$ cat src/rtl/tmr_evt_pkg.sv
package tmr_evt_pkg;
   localparam int unsigned ADDR_W = 3;
   localparam int unsigned DATA_W = 16;

   localparam logic [ADDR_W-1:0] A_STS  = 3'd0;
   localparam logic [ADDR_W-1:0] A_CNT  = 3'd1;
   localparam logic [ADDR_W-1:0] A_CMPA = 3'd2;
   localparam logic [ADDR_W-1:0] A_CMPB = 3'd3;
   localparam logic [ADDR_W-1:0] A_CAPA = 3'd4;
   localparam logic [ADDR_W-1:0] A_CAPB = 3'd5;
   localparam logic [ADDR_W-1:0] A_CAPC = 3'd6;
   localparam logic [ADDR_W-1:0] A_CAPD = 3'd7;

   // status bit positions
   localparam int unsigned B_CAPA = 7;
   localparam int unsigned B_CAPB = 6;
   localparam int unsigned B_CAPC = 5;
   localparam int unsigned B_CAPD = 4;
   localparam int unsigned B_CMPA = 3;
   localparam int unsigned B_CMPB = 2;
   localparam int unsigned B_OVF  = 1;
   localparam int unsigned B_CCLR = 0;

   localparam int unsigned N_CAP = 4;

   typedef logic [7:1] flag_vec_t;
endpackage

$ cat src/rtl/tmr_edge_sync.sv
module tmr_edge_sync #(
   parameter int unsigned STAGES = 2
) (
   input  logic clk,
   input  logic rst_n,
   input  logic d_i,
   output logic pulse_o
);
   if (STAGES < 2) begin : g_bad_stages
      $error("tmr_edge_sync: STAGES must be at least 2");
   end

   logic [STAGES-1:0] sync_q;
   logic              last_q;

   always_ff @(posedge clk or negedge rst_n) begin
      if (!rst_n) begin
         sync_q <= '0;
         last_q <= 1'b0;
      end else begin
         sync_q <= {sync_q[STAGES-2:0], d_i};
         last_q <= sync_q[STAGES-1];
      end
   end

   assign pulse_o = sync_q[STAGES-1] & ~last_q;
endmodule

$ cat src/rtl/tmr_free_counter.sv
module tmr_free_counter #(
   parameter int unsigned W = 16
) (
   input  logic         clk,
   input  logic         rst_n,
   input  logic         tick_i,
   input  logic         ld_i,
   input  logic [W-1:0] ld_val_i,
   input  logic         clr_on_a_i,
   input  logic [W-1:0] cmp_a_i,
   input  logic [W-1:0] cmp_b_i,
   output logic [W-1:0] cnt_o,
   output logic         hit_a_o,
   output logic         hit_b_o,
   output logic         wrap_o
);
   localparam logic [W-1:0] CNT_MAX = {W{1'b1}};
   localparam logic [W-1:0] CNT_ONE = {{(W-1){1'b0}}, 1'b1};

   logic [W-1:0] cnt_q;
   logic         step;

   assign step    = tick_i & ~ld_i;
   assign hit_a_o = step & (cnt_q == cmp_a_i);
   assign hit_b_o = step & (cnt_q == cmp_b_i);
   assign wrap_o  = step & (cnt_q == CNT_MAX) & ~(hit_a_o & clr_on_a_i);

   always_ff @(posedge clk or negedge rst_n) begin
      if (!rst_n) begin
         cnt_q <= '0;
      end else if (ld_i) begin
         cnt_q <= ld_val_i;
      end else if (step) begin
         if (hit_a_o && clr_on_a_i) cnt_q <= '0;
         else                       cnt_q <= cnt_q + CNT_ONE;
      end
   end

   assign cnt_o = cnt_q;
endmodule

$ cat src/rtl/tmr_status_reg.sv
module tmr_status_reg
   import tmr_evt_pkg::*;
(
   input  logic      clk,
   input  logic      rst_n,
   input  logic      stby_i,
   input  flag_vec_t set_i,
   input  logic      rd_i,
   input  logic      wr_i,
   input  logic [7:0] wdata_i,
   output logic [7:0] sts_o
);
   flag_vec_t flag_q;
   flag_vec_t armed_q;
   logic      cclr_q;
   flag_vec_t clr_req;

   assign clr_req = {7{wr_i}} & armed_q & ~wdata_i[7:1];

   always_ff @(posedge clk or negedge rst_n) begin
      if (!rst_n) begin
         flag_q  <= '0;
         armed_q <= '0;
         cclr_q  <= 1'b0;
      end else if (stby_i) begin
         flag_q  <= '0;
         armed_q <= '0;
         cclr_q  <= 1'b0;
      end else begin
         // a hardware set wins over a clear in the same cycle
         flag_q <= set_i | (flag_q & ~clr_req);
         if (rd_i)      armed_q <= flag_q;
         else if (wr_i) armed_q <= '0;
         if (wr_i)      cclr_q  <= wdata_i[B_CCLR];
      end
   end

   assign sts_o = {flag_q, cclr_q};
endmodule

$ cat src/rtl/tmr_evt_unit.sv
module tmr_evt_unit
   import tmr_evt_pkg::*;
#(
   parameter int unsigned CNT_W       = 16,
   parameter int unsigned SYNC_STAGES = 2,
   parameter bit          BUF_A_EN    = 1'b1
) (
   input  logic              clk,
   input  logic              rst_n,
   input  logic              stby_i,
   input  logic              tick_i,
   input  logic [3:0]        cap_i,
   input  logic              buf_a_i,
   input  logic              ovf_ie_i,
   input  logic              cpu_sel_i,
   input  logic              cpu_wr_i,
   input  logic [2:0]        cpu_addr_i,
   input  logic [CNT_W-1:0]  cpu_wdata_i,
   output logic [CNT_W-1:0]  cpu_rdata_o,
   output logic              ovf_irq_o
);
   if (CNT_W != DATA_W) begin : g_bad_width
      $error("tmr_evt_unit: CNT_W must equal the port data width");
   end
   if (SYNC_STAGES < 2) begin : g_bad_sync
      $error("tmr_evt_unit: SYNC_STAGES must be at least 2");
   end

   localparam int unsigned PAD_W = CNT_W - 8;

   logic [N_CAP-1:0] cap_evt;
   logic [CNT_W-1:0] cnt_q, cmp_a_q, cmp_b_q;
   logic [CNT_W-1:0] cap_a_q, cap_b_q, cap_c_q, cap_d_q;
   logic             hit_a, hit_b, wrap;
   logic [7:0]       sts_q;
   flag_vec_t        set_vec;
   logic             buf_on;
   logic             acc_wr, acc_rd;

   assign acc_wr = cpu_sel_i &  cpu_wr_i;
   assign acc_rd = cpu_sel_i & ~cpu_wr_i;

   for (genvar ch = 0; ch < N_CAP; ch++) begin : g_cap_sync
      tmr_edge_sync #(.STAGES(SYNC_STAGES)) u_sync (
         .clk     (clk),
         .rst_n   (rst_n),
         .d_i     (cap_i[ch]),
         .pulse_o (cap_evt[ch])
      );
   end

   if (BUF_A_EN) begin : g_buf_a
      assign buf_on = buf_a_i;
   end else begin : g_no_buf_a
      assign buf_on = 1'b0;
   end

   tmr_free_counter #(.W(CNT_W)) u_cnt (
      .clk        (clk),
      .rst_n      (rst_n),
      .tick_i     (tick_i),
      .ld_i       (acc_wr && cpu_addr_i == A_CNT),
      .ld_val_i   (cpu_wdata_i),
      .clr_on_a_i (sts_q[B_CCLR]),
      .cmp_a_i    (cmp_a_q),
      .cmp_b_i    (cmp_b_q),
      .cnt_o      (cnt_q),
      .hit_a_o    (hit_a),
      .hit_b_o    (hit_b),
      .wrap_o     (wrap)
   );

   assign set_vec = {cap_evt[0], cap_evt[1], cap_evt[2], cap_evt[3],
                     hit_a, hit_b, wrap};

   tmr_status_reg u_sts (
      .clk     (clk),
      .rst_n   (rst_n),
      .stby_i  (stby_i),
      .set_i   (set_vec),
      .rd_i    (acc_rd && cpu_addr_i == A_STS),
      .wr_i    (acc_wr && cpu_addr_i == A_STS),
      .wdata_i (cpu_wdata_i[7:0]),
      .sts_o   (sts_q)
   );

   always_ff @(posedge clk or negedge rst_n) begin
      if (!rst_n) begin
         cmp_a_q <= '0;
         cmp_b_q <= '0;
      end else if (acc_wr) begin
         if (cpu_addr_i == A_CMPA) cmp_a_q <= cpu_wdata_i;
         if (cpu_addr_i == A_CMPB) cmp_b_q <= cpu_wdata_i;
      end
   end

   always_ff @(posedge clk or negedge rst_n) begin
      if (!rst_n) begin
         cap_a_q <= '0;
         cap_b_q <= '0;
         cap_c_q <= '0;
         cap_d_q <= '0;
      end else begin
         if (cap_evt[0]) cap_a_q <= cnt_q;
         if (cap_evt[1]) cap_b_q <= cnt_q;
         if (cap_evt[3]) cap_d_q <= cnt_q;
         if (buf_on) begin
            if (cap_evt[0]) cap_c_q <= cap_a_q;
         end else if (cap_evt[2]) begin
            cap_c_q <= cnt_q;
         end
      end
   end

   always_comb begin
      unique case (cpu_addr_i)
         A_STS:   cpu_rdata_o = {{PAD_W{1'b0}}, sts_q};
         A_CNT:   cpu_rdata_o = cnt_q;
         A_CMPA:  cpu_rdata_o = cmp_a_q;
         A_CMPB:  cpu_rdata_o = cmp_b_q;
         A_CAPA:  cpu_rdata_o = cap_a_q;
         A_CAPB:  cpu_rdata_o = cap_b_q;
         A_CAPC:  cpu_rdata_o = cap_c_q;
         default: cpu_rdata_o = cap_d_q;
      endcase
   end

   assign ovf_irq_o = sts_q[B_OVF] & ovf_ie_i;
endmodule

$ cat config.mk
export PLATFORM = sky130hd
export DESIGN_NAME = tmr_evt_unit
export DESIGN_NICKNAME = d
export VERILOG_FILES = /design/src/rtl/tmr_evt_pkg.sv /design/src/rtl/tmr_edge_sync.sv /design/src/rtl/tmr_free_counter.sv /design/src/rtl/tmr_status_reg.sv /design/src/rtl/tmr_evt_unit.sv
export SDC_FILE = /design/constraint.sdc
export NUM_CORES = 1
export LEC_CHECK = 0
export ABC_AREA = 1
export BUFFER_PORTS_ARGS = -buffer_cell sky130_fd_sc_hd__buf_2
export CAP_MARGIN = 5
export CORE_MARGIN = 5
export CORE_UTILIZATION = 48
export DETAILED_ROUTE_END_ITERATION = 8
export HOLD_SLACK_MARGIN = 0.12
export PLACE_DENSITY = 0.71
export SYNTH_ARGS = -nofsm -noshare
export SYNTH_HDL_FRONTEND = slang
export SYNTH_SLANG_ARGS = --single-unit
$ cat constraint.sdc
create_clock -name clk -period 1.5 [get_ports clk]
set_input_delay 0.3 -clock clk [delete_from_list [all_inputs] [get_ports clk]]
set_output_delay 0.3 -clock clk [all_outputs]
set_load 0.01 [all_outputs]
Word level (Yosys, flattened, before mapping)
Cells that the tools add are included.
{"block": "word_totals", "n_memories": 0, "latchBits": 0, "reg_bits": 139, "rom_bits": 0, "word_cells": 80, "input_bits": 31, "out_inout_bits": 17, "ramBits": 0}
{"block": "op_classes", "addsub": 1, "n_eq_ne": 10, "muxes": 13, "shift": 0, "reduce_logical": 12, "order_cmp": 0, "bitwise_logic": 26, "n_mul": 0, "div": 0}
{"operator": "case mux 16 bit (7 select lines)", "count": 1}
{"operator": "two-way mux 16 bit", "count": 6}
{"operator": "equality test 16 bit", "count": 2}
{"operator": "two-way mux 7 bit", "count": 4}
{"operator": "bitwise AND 7 bit", "count": 3}
{"operator": "adder 16 x 1 -> 16 bit (second input constant)", "count": 1}
{"operator": "equality test 16 bit (second input constant)", "count": 1}
{"operator": "inverter 7 bit", "count": 2}
{"operator": "bitwise AND 1 bit", "count": 13}
{"operator": "equality test 3 bit (second input constant)", "count": 3}
{"operator": "inverter 1 bit", "count": 7}
{"operator": "OR 7 bit", "count": 1}
{"operator": "equality test 3 x 2 -> 1 bit (second input constant)", "count": 2}
{"operator": "AND reduction 2 bit", "count": 3}
{"operator": "nonzero test 2 bit", "count": 3}
{"operator": "logical AND 1 bit", "count": 4}
{"operator": "equality test 3 x 1 -> 1 bit (second input constant)", "count": 1}
{"operator": "logical NOT 3 bit", "count": 1}
{"operator": "nonzero test 3 bit", "count": 1}
{"operator": "two-way mux 1 bit", "count": 2}
{"operator": "inequality test 2 x 1 -> 1 bit (second input constant)", "count": 1}

Depth between registers and ports, before layout
Gate-level depths: netlist of the first run.
{"block": "depth", "word_depth": 10, "ltp_mapped": 11, "depth_no_buf": 10}

Cells and area by module
Synthesis of the first run repeated with hierarchy kept, for this count alone.
{"block": "unflattened", "cells_unflattened": 1039, "hier_area_um2": 7728.7}
{"module": "tmr_evt_unit", "area_each_um2": 4958.5, "seq_area_each_um2": 2402.3, "n_inst": 1, "cells_per_inst": 649}
{"module": "tmr_free_counter", "area_each_um2": 1734.2, "seq_area_each_um2": 400.4, "n_inst": 1, "cells_per_inst": 289}
{"module": "tmr_status_reg", "area_each_um2": 695.7, "seq_area_each_um2": 375.4, "n_inst": 1, "cells_per_inst": 81}
{"module": "tmr_edge_sync", "area_each_um2": 85.1, "seq_area_each_um2": 75.1, "n_inst": 4, "cells_per_inst": 5}

Least setup slack after synthesis of the first run
No wires, ideal clock.
{"block": "synth_path", "kind": "input to output", "startpoint": "in cpu_addr_i[2]", "endpoint": "out cpu_rdata_o[10]", "slack_ps": -158, "t_arrival_ps": 1358, "cell_stages": 8, "required_ps": 1200, "n_path_buf": 2, "path_cell_list": "buf_4 inv_2 nand3_1 inv_1 buf_2 a22o_1 nor3_1 o21ai_0"}
{"block": "synth_between", "elab_chain_cells": 2, "word_cells_on_any_way": 8, "cone_classes": "eq/ne: 6; mux: 1; reduce/logical: 1"}
{"item": "start, declared", "line_no": "tmr_evt_unit.sv:17", "text": "input logic [2:0] cpu_addr_i,"}
{"item": "equality test 3 bit, or another cell as far along", "line_no": "tmr_evt_unit.sv:116", "text": "unique case (cpu_addr_i)"}
{"item": "case mux 16 bit (7 select lines) *", "line_no": "tmr_evt_unit.sv:116"}
{"item": "end, declared", "line_no": "tmr_evt_unit.sv:19", "text": "output logic [CNT_W-1:0] cpu_rdata_o,"}
Mark *: on every way between the ends. The rest lies on a longest branch, timed or not.

Final worst setup path of the first run
{"block": "layout_path", "startpoint": "reg u_cnt.cnt_q[0] (netlist: u_cnt.cnt_o[0])", "endpoint": "out cpu_rdata_o[0]"}
{"block": "layout_between", "elab_chain_cells": 1}
{"item": "start, declared", "line_no": "tmr_free_counter.sv:20", "text": "logic [W-1:0] cnt_q;"}
{"item": "start signal, assigned", "line_no": "tmr_free_counter.sv:32", "text": "cnt_q <= ld_val_i;"}
{"item": "start signal, assigned", "line_no": "tmr_free_counter.sv:35", "text": "else cnt_q <= cnt_q + CNT_ONE;"}
{"item": "case mux 16 bit (7 select lines)", "line_no": "tmr_evt_unit.sv:116"}
No other way between the ends.

==> results by group, run 1 <==
Status
  • Status: complete, but fails checks
  • Failing checks: negative setup slack

Die
  • Chip Width: 131.1 um
  • IO Count: 48
  • Die ar.: 0.01720 mm2
  • Initial Util: 48.64%
  • Chip Height: 131.1 um
  • Core area: 0.01448 mm2
  • Row count: 44

Yosys
  • YS warnings: 0
  • Count of cell types in the netlist: 43
  • Syn Std Cell Area: 0.007043 mm2
  • Post-synthesis cell count: 885
  • Flops & latches, synth: 139
  • Sequential area share after synthesis: 49.39%
  • Syn avg cell area: 7.958 um2
  • Syn nets: 917

Power and ir drop
  • Max VDD drop: 989.3 uV
  • Static Leak: 4.887 nW
  • Total power per unit cell area: 1376 mW/mm2

Clock network
  • Clock Sink Count: 139
  • Worst-Skew Late Latency: 0.43 ns
  • Clock transition at path regs: 0.06 ns
  • Clock Tree Buf Depth: 2
  • Total CTS buffers: 17
  • Clock H-tree levels: 4
  • CTS root buf: clkbuf_16
  • CTS tree: built

Setup path
  • Reg-to-reg critical path endpoint: u_sts.flag_q[0]
  • Reg2reg setup slack: -0.28 ns
  • CP endpoint kind: output pin
  • Worst Reg-to-Reg Cells: 10
  • Setup CP Type: reg -> out
  • Crit path launch type: register
  • CP Max Fanout: 2
  • CP required: 1.20 ns
  • Crit path arrival time: 1.55 ns
  • RR Startpoint: u_cnt.cnt_o[4]

Routing
  • Via count: 7460
  • Post-DR vias/cell: 5.792
  • First-pass iteration count of the detailed router: 7
  • Post-route ant nets: 0
  • Drt initial violations: 848
  • Routed WL: 24.86 mm
  • Routed WL per cell: 19.30 um
  • # DRC: 0

Layout
  • Area growth, synth to finish: 44.43%
  • N_diodes: 0
  • Fillers: 1041
  • Area of the multi-input gates: 0.003536 mm2
  • Flip-flop and latch area: 0.003485 mm2
  • Fraction of layout cells with a size suffix above 1: 36.14%
  • Layout Nets: 1124

Timing
  • Hold Vio Cnt, Final: 0
  • Skew final: 0.006956 ns
  • Period utilization: 123.1%
  • Fmax: 541.4 MHz
  • Relative slew slack: 71.34%
  • Worst-margin pin slew: 0.4299 ns
  • Tmin final: 1.847 ns
  • Hold WS: 0.1288 ns
  • Slew Viols, Final: 0
  • Final setup fails: 35
  • RSZ-0062 raised after global routing: yes
  • Worst Setup Slack, final: -0.3470 ns

Placed design
  • Number of buffers added on ports: 47
  • Final Wtd Congestion: 0.9183
  • Pre-CTS WS: -0.4115 ns
  • Detail Placement HPWL: 15.32 mm

Hold path
  • Hold WC Path Type: in -> reg
  • Hold path start: cpu_wdata_i[8]
  • Depth of the worst hold-timing path: 3
  • Hold Path End: u_cnt.cnt_o[8]

Job
  • Maxcap violations: 0

GRT
  • Vias in the first global route: 6861
  • GRT overflow: 0
  • First-pass GRT wire length: 37.33 mm
  • Total track usage: 27.24%
  • Largest net degree at the start of global routing: 41
  • Antenna violations before repair: 0
==> timing repair <==
item	CTS	global route
gates resized for setup	98	116
hold endpoints to repair	43	0
buffers inserted	45	23
pin swaps	38	51
endpoints found under the setup margin	34	35
hold buffers	10	0
==> sequential cells by signal (all words and copies together), names as in the netlist, 8 cells and up <==
register                  count
u_cnt.cnt_o                  16
cmp_a_q                      16
cap_b_q                      16
cmp_b_q                      16
cap_c_q                      16
cap_d_q                      16
g_cap_sync.u_sync.sync_q      8
cap_a_q                      16
==> metal layers <==
metal	vias to the layer above	GRT usage, %	part of all wire [%]
met5	-	0	0
met3	91	6.116	9.9
met2	442	41.73	46
met1	3558	38.39	40
li1	3369	-	-
met4	0	9.469	3.7
==> how the worst max path moves through the flow <==
| stage | startpoint | cells after the start | slack, ns | endpoint |
|---|---|---|---|---|
| floorplan | cpu_addr_i[2] | 7 | -0.005 | cpu_rdata_o[14] |
| global placement | cpu_addr_i[1] | 9 | -0.40 | cpu_rdata_o[4] |
| detailed placement | cpu_addr_i[1] | 9 | -0.41 | cpu_rdata_o[4] |
| CTS | u_cnt.cnt_o[0] | 7 | -0.34 | cpu_rdata_o[0] |
| global route | u_cnt.cnt_o[0] | 7 | -0.40 | cpu_rdata_o[0] |
| finish | u_cnt.cnt_o[0] | 7 | -0.35 | cpu_rdata_o[0] |
==> placed cells by master (no fill, tap or decap), drive strengths merged, types with 10 or more instances in the layout <==
master       instances
clkbuf              24
nor3                19
inv                102
o22ai               32
nand2              238
dfrtp              139
nand3               58
buf                220
nand4               11
dlygate4sd3         10
nor2                36
xor2                10
o21ai              150
a21oi               14
==> per-stage QoR <==
stage	area (um2)	power [mW]	TNS (ns)	util (%)	instances
final	10170	14.00	-8.378	70.26	1288
after global routing	10170	14.55	-10.07	70.26	1288
after CTS	9587	13.21	-6.276	66.21	1268
after detailed placement	8232	8.136	-14.08	56.85	1184
after global placement	8232	8.070	-13.46	56.85	1184
after floorplan	7108	6.660	-0.004760	-	885
==> cells by family after synthesis <==
| logic type | after synthesis | share of synthesized area (%) |
|---|---|---|
| xor gates and xnor gates | 14 | 1.741 |
| buffers and inverters | 147 | 8.652 |
| and+or+nand+nor | 368 | 23.11 |
| AOI/OAI and AO/OA | 216 | 16.93 |
| adders and majority gates | 1 | 0.1776 |
| DFF | 139 | 49.39 |
==> synthesized netlist by cell type, drive strengths merged <==
master   count  area, um2
nand2      238      905.9
o21ai      150      750.7
dfrtp      139       3478
inv        103      386.6
nand3       58      307.8
nor2        36      163.9
o22ai       32      200.2
clkbuf      22      83.83
buf         21      135.1
nor3        19      117.6
a21oi       14      70.07
nand4       11      83.83
xor2        10      87.58
a221oi       9      78.83
nand3b       4      33.78
xnor2        4      35.03
o211ai       2      15.01
o221ai       2      17.52
o31ai        2      15.01
a22o         1      8.760
clkinv       1      3.750
ha           1      12.51
nor4         1      6.260
o2111a       1      11.26
o2111ai      1      8.760
o21bai       1      7.510
o22a         1      8.760
or2          1      8.760
==> worst max-delay path, stage by stage, from the launching register on <==
cell     delay (ns)
dfrtp_1        0.40
buf_6          0.14
inv_4          0.05
buf_6          0.09
o22ai_2        0.05
a21oi_2        0.14
nand3_2        0.11
buf_6          0.14
==> layout make-up <==
class | instances | share of cell area, %
clock buffer | 23 | 4.797
clock inverter | 8 | 1.132
inverter | 104 | 4.121
multi-input combinational | 599 | 34.76
sequential | 139 | 34.26
tap | 184 | 2.263
timing repair buffer | 231 | 18.67
==> power by group <==
part	switching, mW	internal (mW)	leakage, nW	total (mW)
Clock	1.59	2.77	0.303	4.36
Sequential	0.599	4.47	1.79	5.07
Combinational	2.48	2.08	2.80	4.57
Total	4.68	9.32	4.89	14.0
Power figures use the tool's default switching activity.
==> run 2, diff against run 1 <==
--- a/config.mk
+++ b/config.mk
@@ -5,7 +5,6 @@
 export SDC_FILE = /design/constraint.sdc
 export NUM_CORES = 1
 export LEC_CHECK = 0
-export ABC_AREA = 1
 export BUFFER_PORTS_ARGS = -buffer_cell sky130_fd_sc_hd__buf_2
 export CAP_MARGIN = 5
 export CORE_MARGIN = 5
==> results by group, run 2 <==
Clock network
  • Clock Sink Count: 139 (unchanged)
  • Clock H-tree levels: 4 (unchanged)
  • CTS root buf: clkbuf_16 (unchanged)
  • Worst-Skew Late Latency: 0.44 ns (was 0.43 ns)
  • Clock Tree Buf Depth: 2 (unchanged)
  • Clock transition at path regs: 0.06 ns (about the same)
  • Total CTS buffers: 17 (unchanged)
  • CTS tree: built (unchanged)

Yosys
  • Flops & latches, synth: 139 (unchanged)
  • Largest area contributor in the netlist: dfrtp_1 (unchanged)
  • YS warnings: 0 (unchanged)
  • Number of synthesized flops with an enable pin: 0 (unchanged)
  • Post-synthesis cell count: 645 (was 885)
  • Count of cell types in the netlist: 54 (was 43)
  • Syn Std Cell Area: 0.007108 mm2 (was 0.007043 mm2)
  • Syn avg cell area: 11.02 um2 (was 7.958 um2)
  • Ys async rst share: 100.0% (unchanged)
  • Sequential area share after synthesis: 48.94% (was 49.39%)
  • Main area contributors after synthesis: dfrtp_1 49%, mux2_2 14%, mux2i_1 4.4% (was dfrtp_1 49%, nand2_1 13%, o21ai_0 11%)
  • Yosys top cell area share: 48.94% (was 49.39%)
  • Post-synth top cells: 139 x dfrtp_1, 87 x mux2_2, 53 x nor2_1 (was 235 x nand2_1, 150 x o21ai_0, 139 x dfrtp_1)
  • Count leader, synth: dfrtp_1 (was nand2_1)
  • Most used DFF post-synth: dfrtp_1 (unchanged)
  • Syn nets: 677 (was 917)

Routing
  • Post-DR vias/cell: 5.947 (was 5.792)
  • Routed WL per cell: 21.30 um (was 19.30 um)
  • Drt initial violations: 510 (was 848)
  • Routed WL: 21.87 mm (was 24.86 mm)
  • First-pass iteration count of the detailed router: 5 (was 7)
  • Via count: 6108 (was 7460)
  • # DRC: 0 (unchanged)
  • Post-route ant nets: 0 (unchanged)

Power and ir drop
  • Total Power: 13.22 mW (was 14.00 mW)
  • Total power per unit cell area: 1340 mW/mm2 (was 1376 mW/mm2)
  • Static Leak: 4.467 nW (was 4.887 nW)
  • Max VDD drop: 964.7 uV (was 989.3 uV)

GRT
  • First-pass GRT wire length: 34.52 mm (was 37.33 mm)
  • Antenna violations before repair: 1 (was 0)
  • GRT overflow: 0 (unchanged)
  • Largest net degree at the start of global routing: 39 (was 41)
  • Total track usage: 25.32% (was 27.24%)
  • Vias in the first global route: 6268 (was 6861)

Timing
  • Slew Viols, Final: 0 (unchanged)
  • Period utilization: 143.0% (was 123.1%)
  • Tmin final: 2.145 ns (was 1.847 ns)
  • Worst Setup Slack, final: -0.6449 ns (was -0.3470 ns)
  • Final setup fails: 36 (was 35)
  • Hold Vio Cnt, Final: 0 (unchanged)
  • Worst-margin pin slew: 0.6144 ns (was 0.4299 ns)
  • Relative slew slack: 58.85% (was 71.34%)
  • Skew final: 0.007593 ns (was 0.006956 ns)
  • Fmax: 466.2 MHz (was 541.4 MHz)
  • RSZ-0062 raised after global routing: yes (unchanged)

Die
  • Row count: 44 (unchanged)
  • Initial Util: 48.91% (was 48.64%)
  • IO Count: 48 (unchanged)
  • Chip Width: 131.7 um (was 131.1 um)
  • Core area: 0.01453 mm2 (was 0.01448 mm2)
  • Chip Height: 131.7 um (was 131.1 um)
  • Die ar.: 0.01734 mm2 (was 0.01720 mm2)

Layout
  • Fillers: 1046 (was 1041)
  • Fraction of layout cells with a size suffix above 1: 49.41% (was 36.14%)
  • Commonest cells after routing, fill and taps aside: 135 x dfrtp_1, 127 x buf_4, 85 x mux2_2 (was 215 x nand2_1, 137 x buf_4, 134 x dfrtp_1)
  • Area of the multi-input gates: 0.003771 mm2 (was 0.003536 mm2)
  • Commonest non-fill, non-tap cell in the layout: dfrtp_1 (was nand2_1)
  • Area growth, synth to finish: 38.81% (was 44.43%)
  • Final Util: 67.89% (was 70.26%)
  • Layout Nets: 861 (was 1124)
  • Flip-flop and latch area: 0.003483 mm2 (was 0.003485 mm2)

Job
  • Maxcap violations: 0 (unchanged)

Setup path
  • RR Startpoint: u_cnt.cnt_o[4] (unchanged)
  • CP Max Fanout: 2 (unchanged)
  • CP cell instances: mux4_2 -> nand2_2 -> o21ai_2 -> a31oi_1 -> a21oi_2 -> buf_2 (was buf_6 -> inv_4 -> buf_6 -> o22ai_2 -> a21oi_2 -> nand3_2 -> buf_6)
  • CP required: 1.20 ns (about the same)
  • Crit path launch type: register (unchanged)
  • Setup CP Type: reg -> out (unchanged)
  • Crit-path slowest cell: mux4_2 (was dfrtp_1)
  • CP max stage delay: 0.47 ns (was 0.40 ns)
  • CP endpoint kind: output pin (unchanged)
  • CP startpoint: u_cnt.cnt_o[4] (was u_cnt.cnt_o[0])
  • Crit path arrival time: 1.84 ns (was 1.55 ns)

Placed design
  • Detail Placement HPWL: 14.48 mm (was 15.32 mm)
  • Number of buffers added on ports: 47 (unchanged)
  • Final Wtd Congestion: 0.8737 (was 0.9183)

Status
  • Status: complete, but fails checks (unchanged)
  • Failing checks: negative setup slack (unchanged)

Hold path
  • Hold path start: cpu_wdata_i[12] (was cpu_wdata_i[8])
  • Hold WC Path Type: in -> reg (unchanged)
-- run 2: changes by cell type after synthesis, moves of 12 or more --
cell	change
buf_2	+12
nand3_1	-49
o21ai_0	-127
nor3_1	-13
mux2i_1	+31
mux2_2	+87
nand2_1	-199
inv_2	-15
a21oi_1	+19
xor2_1	+21
nor2_1	+21
o22ai_1	-24
inv_1	-84
-- run 2: logic make-up after synthesis --
group                    count (synthesis)  share of synthesized area (%)
flip-flops                             139                          48.94
AND/OR/NAND/NOR                        164                          11.74
buffers and inverters                   58                          3.644
AO/OA/AOI/OAI                          118                          10.56
XOR/XNOR                                41                          5.052
multiplexers                           124                          19.89
adder cells (fa/ha/maj)                  1                         0.1760
-- run 2: area by class of cell --
class                   count  share of cell area [%]
inverters                   4                  0.1522
clock buffers              19                   4.388
diodes                      1                 0.02536
multi-input cells         448                   38.22
flip-flops and latches    139                   35.30
repair buffers            219                   18.10
well taps                 184                   2.333
clock inverters            13                   1.484
-- run 2: final timing paths --
| kind | to | slack (ns) | depth (start not counted) |
|---|---|---|---|
| min in group asynchronous | u_sts.flag_q[2] | 0.35 | 2 |
| max | cpu_rdata_o[4] | -0.64 | 6 |
| min | u_cnt.cnt_o[12] | 0.14 | 3 |
| max reg2reg | u_sts.flag_q[1] | -0.53 | 8 |
| min reg2reg | g_cap_sync[1].u_sync.sync_q[1] | 0.35 | 0 |
| max in group asynchronous | cap_a_q[11] | 0.57 | 3 |
-- run 2: report_power, final --
group	internal, mW	leakage [nW]	total, mW	switching [mW]
Clock	2.45	0.266	4.16	1.71
Sequential	4.51	1.72	5.10	0.589
Combinational	2.14	2.48	3.95	1.82
-- run 2: repair_timing --
item / CTS / global route
endpoints found under the setup margin: 36 / 45
hold endpoints to repair: 40 / 0
hold buffers: 8 / 0
setup buffers: 28 / 6
pin swaps: 33 / 19
gates resized for setup: 75 / 36
-- run 2: critical path: cells and delay by family (launching register included) --
| family | cells | cell delay [ns] |
|---|---|---|
| mux | 1 | 0.47 |
| flops | 1 | 0.42 |
| compound gates | 3 | 0.30 |
| buf+inv | 1 | 0.15 |
| simple gates | 1 | 0.08 |
-- run 2: metal layers --
metal	track usage (%)	share of wire, %
met5	0	0
met4	8.857	2.4
met3	6.651	7.7
met2	39.36	47
met1	34.50	43
-- run 2: stage by stage --
stage | instance area (um2) | TNS, ns | hold slack [ns] | cells | setup WS [ns]
2_1_floorplan | 7271 | -5.016 | 0.004409 | 645 | -0.1802
3_3_place_gp | 8511 | -19.80 | 0.2371 | 953 | -0.3586
3_5_place_dp | 8511 | -21.33 | 0.2414 | 953 | -0.4206
4_1_cts | 9669 | -12.07 | 0.1298 | 1021 | -0.6400
5_1_grt | 9864 | -15.77 | 0.1357 | 1026 | -0.7574
6_report | 9867 | -14.41 | 0.1409 | 1027 | -0.6449
==> run 3, diff against run 2 <==
--- a/config.mk
+++ b/config.mk
@@ -9,6 +9,7 @@
 export CAP_MARGIN = 5
 export CORE_MARGIN = 5
 export CORE_UTILIZATION = 48
+export CTS_BUF_LIST = sky130_fd_sc_hd__clkbuf_8
 export DETAILED_ROUTE_END_ITERATION = 8
 export HOLD_SLACK_MARGIN = 0.12
 export PLACE_DENSITY = 0.71
==> results by group, run 3 (synthesis gave the netlist of run 2 again) <==
Routing
  • Post-DR vias/cell: 5.831 (was 5.947)
  • Via count: 6047 (was 6108)
  • Post-route ant nets: 0 (unchanged)
  • # DRC: 0 (unchanged)
  • Routed WL per cell: 20.80 um (was 21.30 um)
  • Drt initial violations: 537 (was 510)
  • First-pass iteration count of the detailed router: 5 (unchanged)
  • Routed WL: 21.57 mm (was 21.87 mm)

Timing
  • Final setup fails: 36 (unchanged)
  • Worst-margin pin slew: 0.6451 ns (was 0.6144 ns)
  • Slew Viols, Final: 0 (unchanged)
  • Setup TNS: -16.49 ns (was -14.41 ns)
  • Worst Setup Slack, final: -0.6971 ns (was -0.6449 ns)
  • Fmax: 455.2 MHz (was 466.2 MHz)
  • Tmin final: 2.197 ns (was 2.145 ns)
  • Hold Vio Cnt, Final: 0 (unchanged)
  • Period utilization: 146.5% (was 143.0%)
  • Hold WS: 0.1416 ns (was 0.1409 ns)
  • RSZ-0062 raised after global routing: yes (unchanged)
  • Relative slew slack: 56.79% (was 58.85%)
  • Skew final: 0.009647 ns (was 0.007593 ns)

Setup path
  • Crit path arrival time: 1.90 ns (was 1.84 ns)
  • CP startpoint: u_cnt.cnt_o[4] (unchanged)
  • Setup CP Type: reg -> out (unchanged)
  • RR Startpoint: u_cnt.cnt_o[4] (unchanged)
  • CP endpoint kind: output pin (unchanged)
  • CP required: 1.20 ns (about the same)
  • CP Max Fanout: 2 (unchanged)
  • Worst Reg-to-Reg Cells: 8 (unchanged)
  • Crit path launch type: register (unchanged)

Layout
  • Commonest cells after routing, fill and taps aside: 136 x dfrtp_1, 133 x buf_4, 85 x mux2_2 (was 135 x dfrtp_1, 127 x buf_4, 85 x mux2_2)
  • Fraction of layout cells with a size suffix above 1: 47.25% (was 49.41%)
  • N_diodes: 0 (was 1)
  • Layout Nets: 872 (was 861)
  • Commonest non-fill, non-tap cell in the layout: dfrtp_1 (unchanged)
  • Area growth, synth to finish: 36.14% (was 38.81%)
  • Non-filler cells in the finished layout: 1037 (was 1027)

Clock network
  • Clock H-tree levels: 4 (unchanged)
  • Clock Tree Buf Depth: 2 (unchanged)
  • CTS tree: built (unchanged)
  • Clock transition at path regs: 0.08 ns (was 0.06 ns)
  • Clock Sink Count: 139 (unchanged)
  • CTS root buf: clkbuf_8 (was clkbuf_16)
  • Worst-Skew Late Latency: 0.47 ns (was 0.44 ns)
  • Total CTS buffers: 17 (unchanged)

Die
  • Core area: 0.01453 mm2 (unchanged)
  • Chip Height: 131.7 um (unchanged)
  • Initial Util: 48.91% (unchanged)
  • Chip Width: 131.7 um (unchanged)
  • IO Count: 48 (unchanged)
  • Die ar.: 0.01734 mm2 (unchanged)
  • Row count: 44 (unchanged)

Hold path
  • Hold path start: cpu_wdata_i[0] (was cpu_wdata_i[12])
  • Depth of the worst hold-timing path: 2 (was 3)
  • Hold WC Path Type: in -> reg (unchanged)

Placed design
  • Detail Placement HPWL: 14.48 mm (unchanged)
  • Final Wtd Congestion: 0.8737 (unchanged)
  • Placed instance count: 953 (unchanged)
  • Number of buffers added on ports: 47 (unchanged)

GRT
  • First-pass GRT wire length: 34.11 mm (was 34.52 mm)
  • GRT overflow: 0 (unchanged)
  • Vias in the first global route: 6182 (was 6268)
  • Largest net degree at the start of global routing: 39 (unchanged)
  • Antenna violations before repair: 0 (was 1)
  • Total track usage: 24.96% (was 25.32%)

Power and ir drop
  • Total power per unit cell area: 1250 mW/mm2 (was 1340 mW/mm2)
  • Max VDD drop: 641.1 uV (was 964.7 uV)
  • Static Leak: 4.412 nW (was 4.467 nW)
  • Total Power: 12.09 mW (was 13.22 mW)

Status
  • Failing checks: negative setup slack (unchanged)
  • Status: complete, but fails checks (unchanged)

Job
  • Maxcap violations: 0 (unchanged)
-- run 3: cell types whose count changed in the layout (fill, tap and decap cells not counted), sizes merged --
cell         previous run  this run
dlygate4sd3             8        14
inv                     5         7
diode                   1         0
clkbuf                 19        17
buf                   211       216
-- run 3: area by class of cell --
type,instances,area (um2)
Clock inverter,15,153.9
Inverter,4,15.01
Fill cell,1071,4857
Timing Repair Buffer,230,1879
Sequential cell,139,3482
Multi-Input combinational cell,448,3682
Tap cell,184,230.2
Clock buffer,17,234.0
-- run 3: metrics by stage --
stage | worst slack [ns] | utilization, % | area [um2]
2_1_floorplan | -0.1802 | - | 7271
3_3_place_gp | -0.3586 | 58.56 | 8511
3_5_place_dp | -0.4206 | 58.56 | 8511
4_1_cts | -0.6887 | 64.88 | 9429
5_1_grt | -0.8060 | 66.58 | 9677
6_report | -0.6971 | 66.58 | 9677
-- run 3: metal layers --
metal  track usage [%]  vias up  part of all wire, %
li1                  -     2701                    -
met1             35.25     3059                   44
met2             38.57      251                   47
met3             5.390       36                  7.3
met4             8.114        0                  1.9
met5                 0        -                    0
-- run 3: what timing repair did --
| item | in CTS | in global routing |
|---|---|---|
| hold endpoints to repair | 145 | 0 |
| hold buffers | 14 | 0 |
| setup buffers | 28 | 11 |
| resized for setup | 53 | 37 |
| pin swaps | 27 | 16 |
| endpoints found under the setup margin | 36 | 41 |
-- run 3: final timing paths --
path                                                       end  slack [ns]
worst max-delay path                            cpu_rdata_o[4]       -0.70
worst min-delay path                                cmp_a_q[0]        0.14
worst max register to register                 u_sts.flag_q[1]       -0.54
worst min register to register  g_cap_sync[1].u_sync.sync_q[1]        0.35
max in group asynchronous                          cap_a_q[11]        0.60
min in group asynchronous                         u_sts.cclr_q        0.33
-- run 3: power breakdown --
part | total, mW | internal (mW) | switching [mW]
combinational | 3.99 | 2.17 | 1.82
clock | 3.03 | 1.47 | 1.56
sequential | 5.08 | 4.50 | 0.570
total | 12.1 | 8.15 | 3.95
-- run 3: critical path, cell delays in order (launching register included) --
cell and delay [ns]:
dfrtp_1 0.44, mux4_2 0.47, nand2_2 0.08, o21ai_2 0.06, a31oi_1 0.17, a21oi_2 0.07
buf_2 0.15
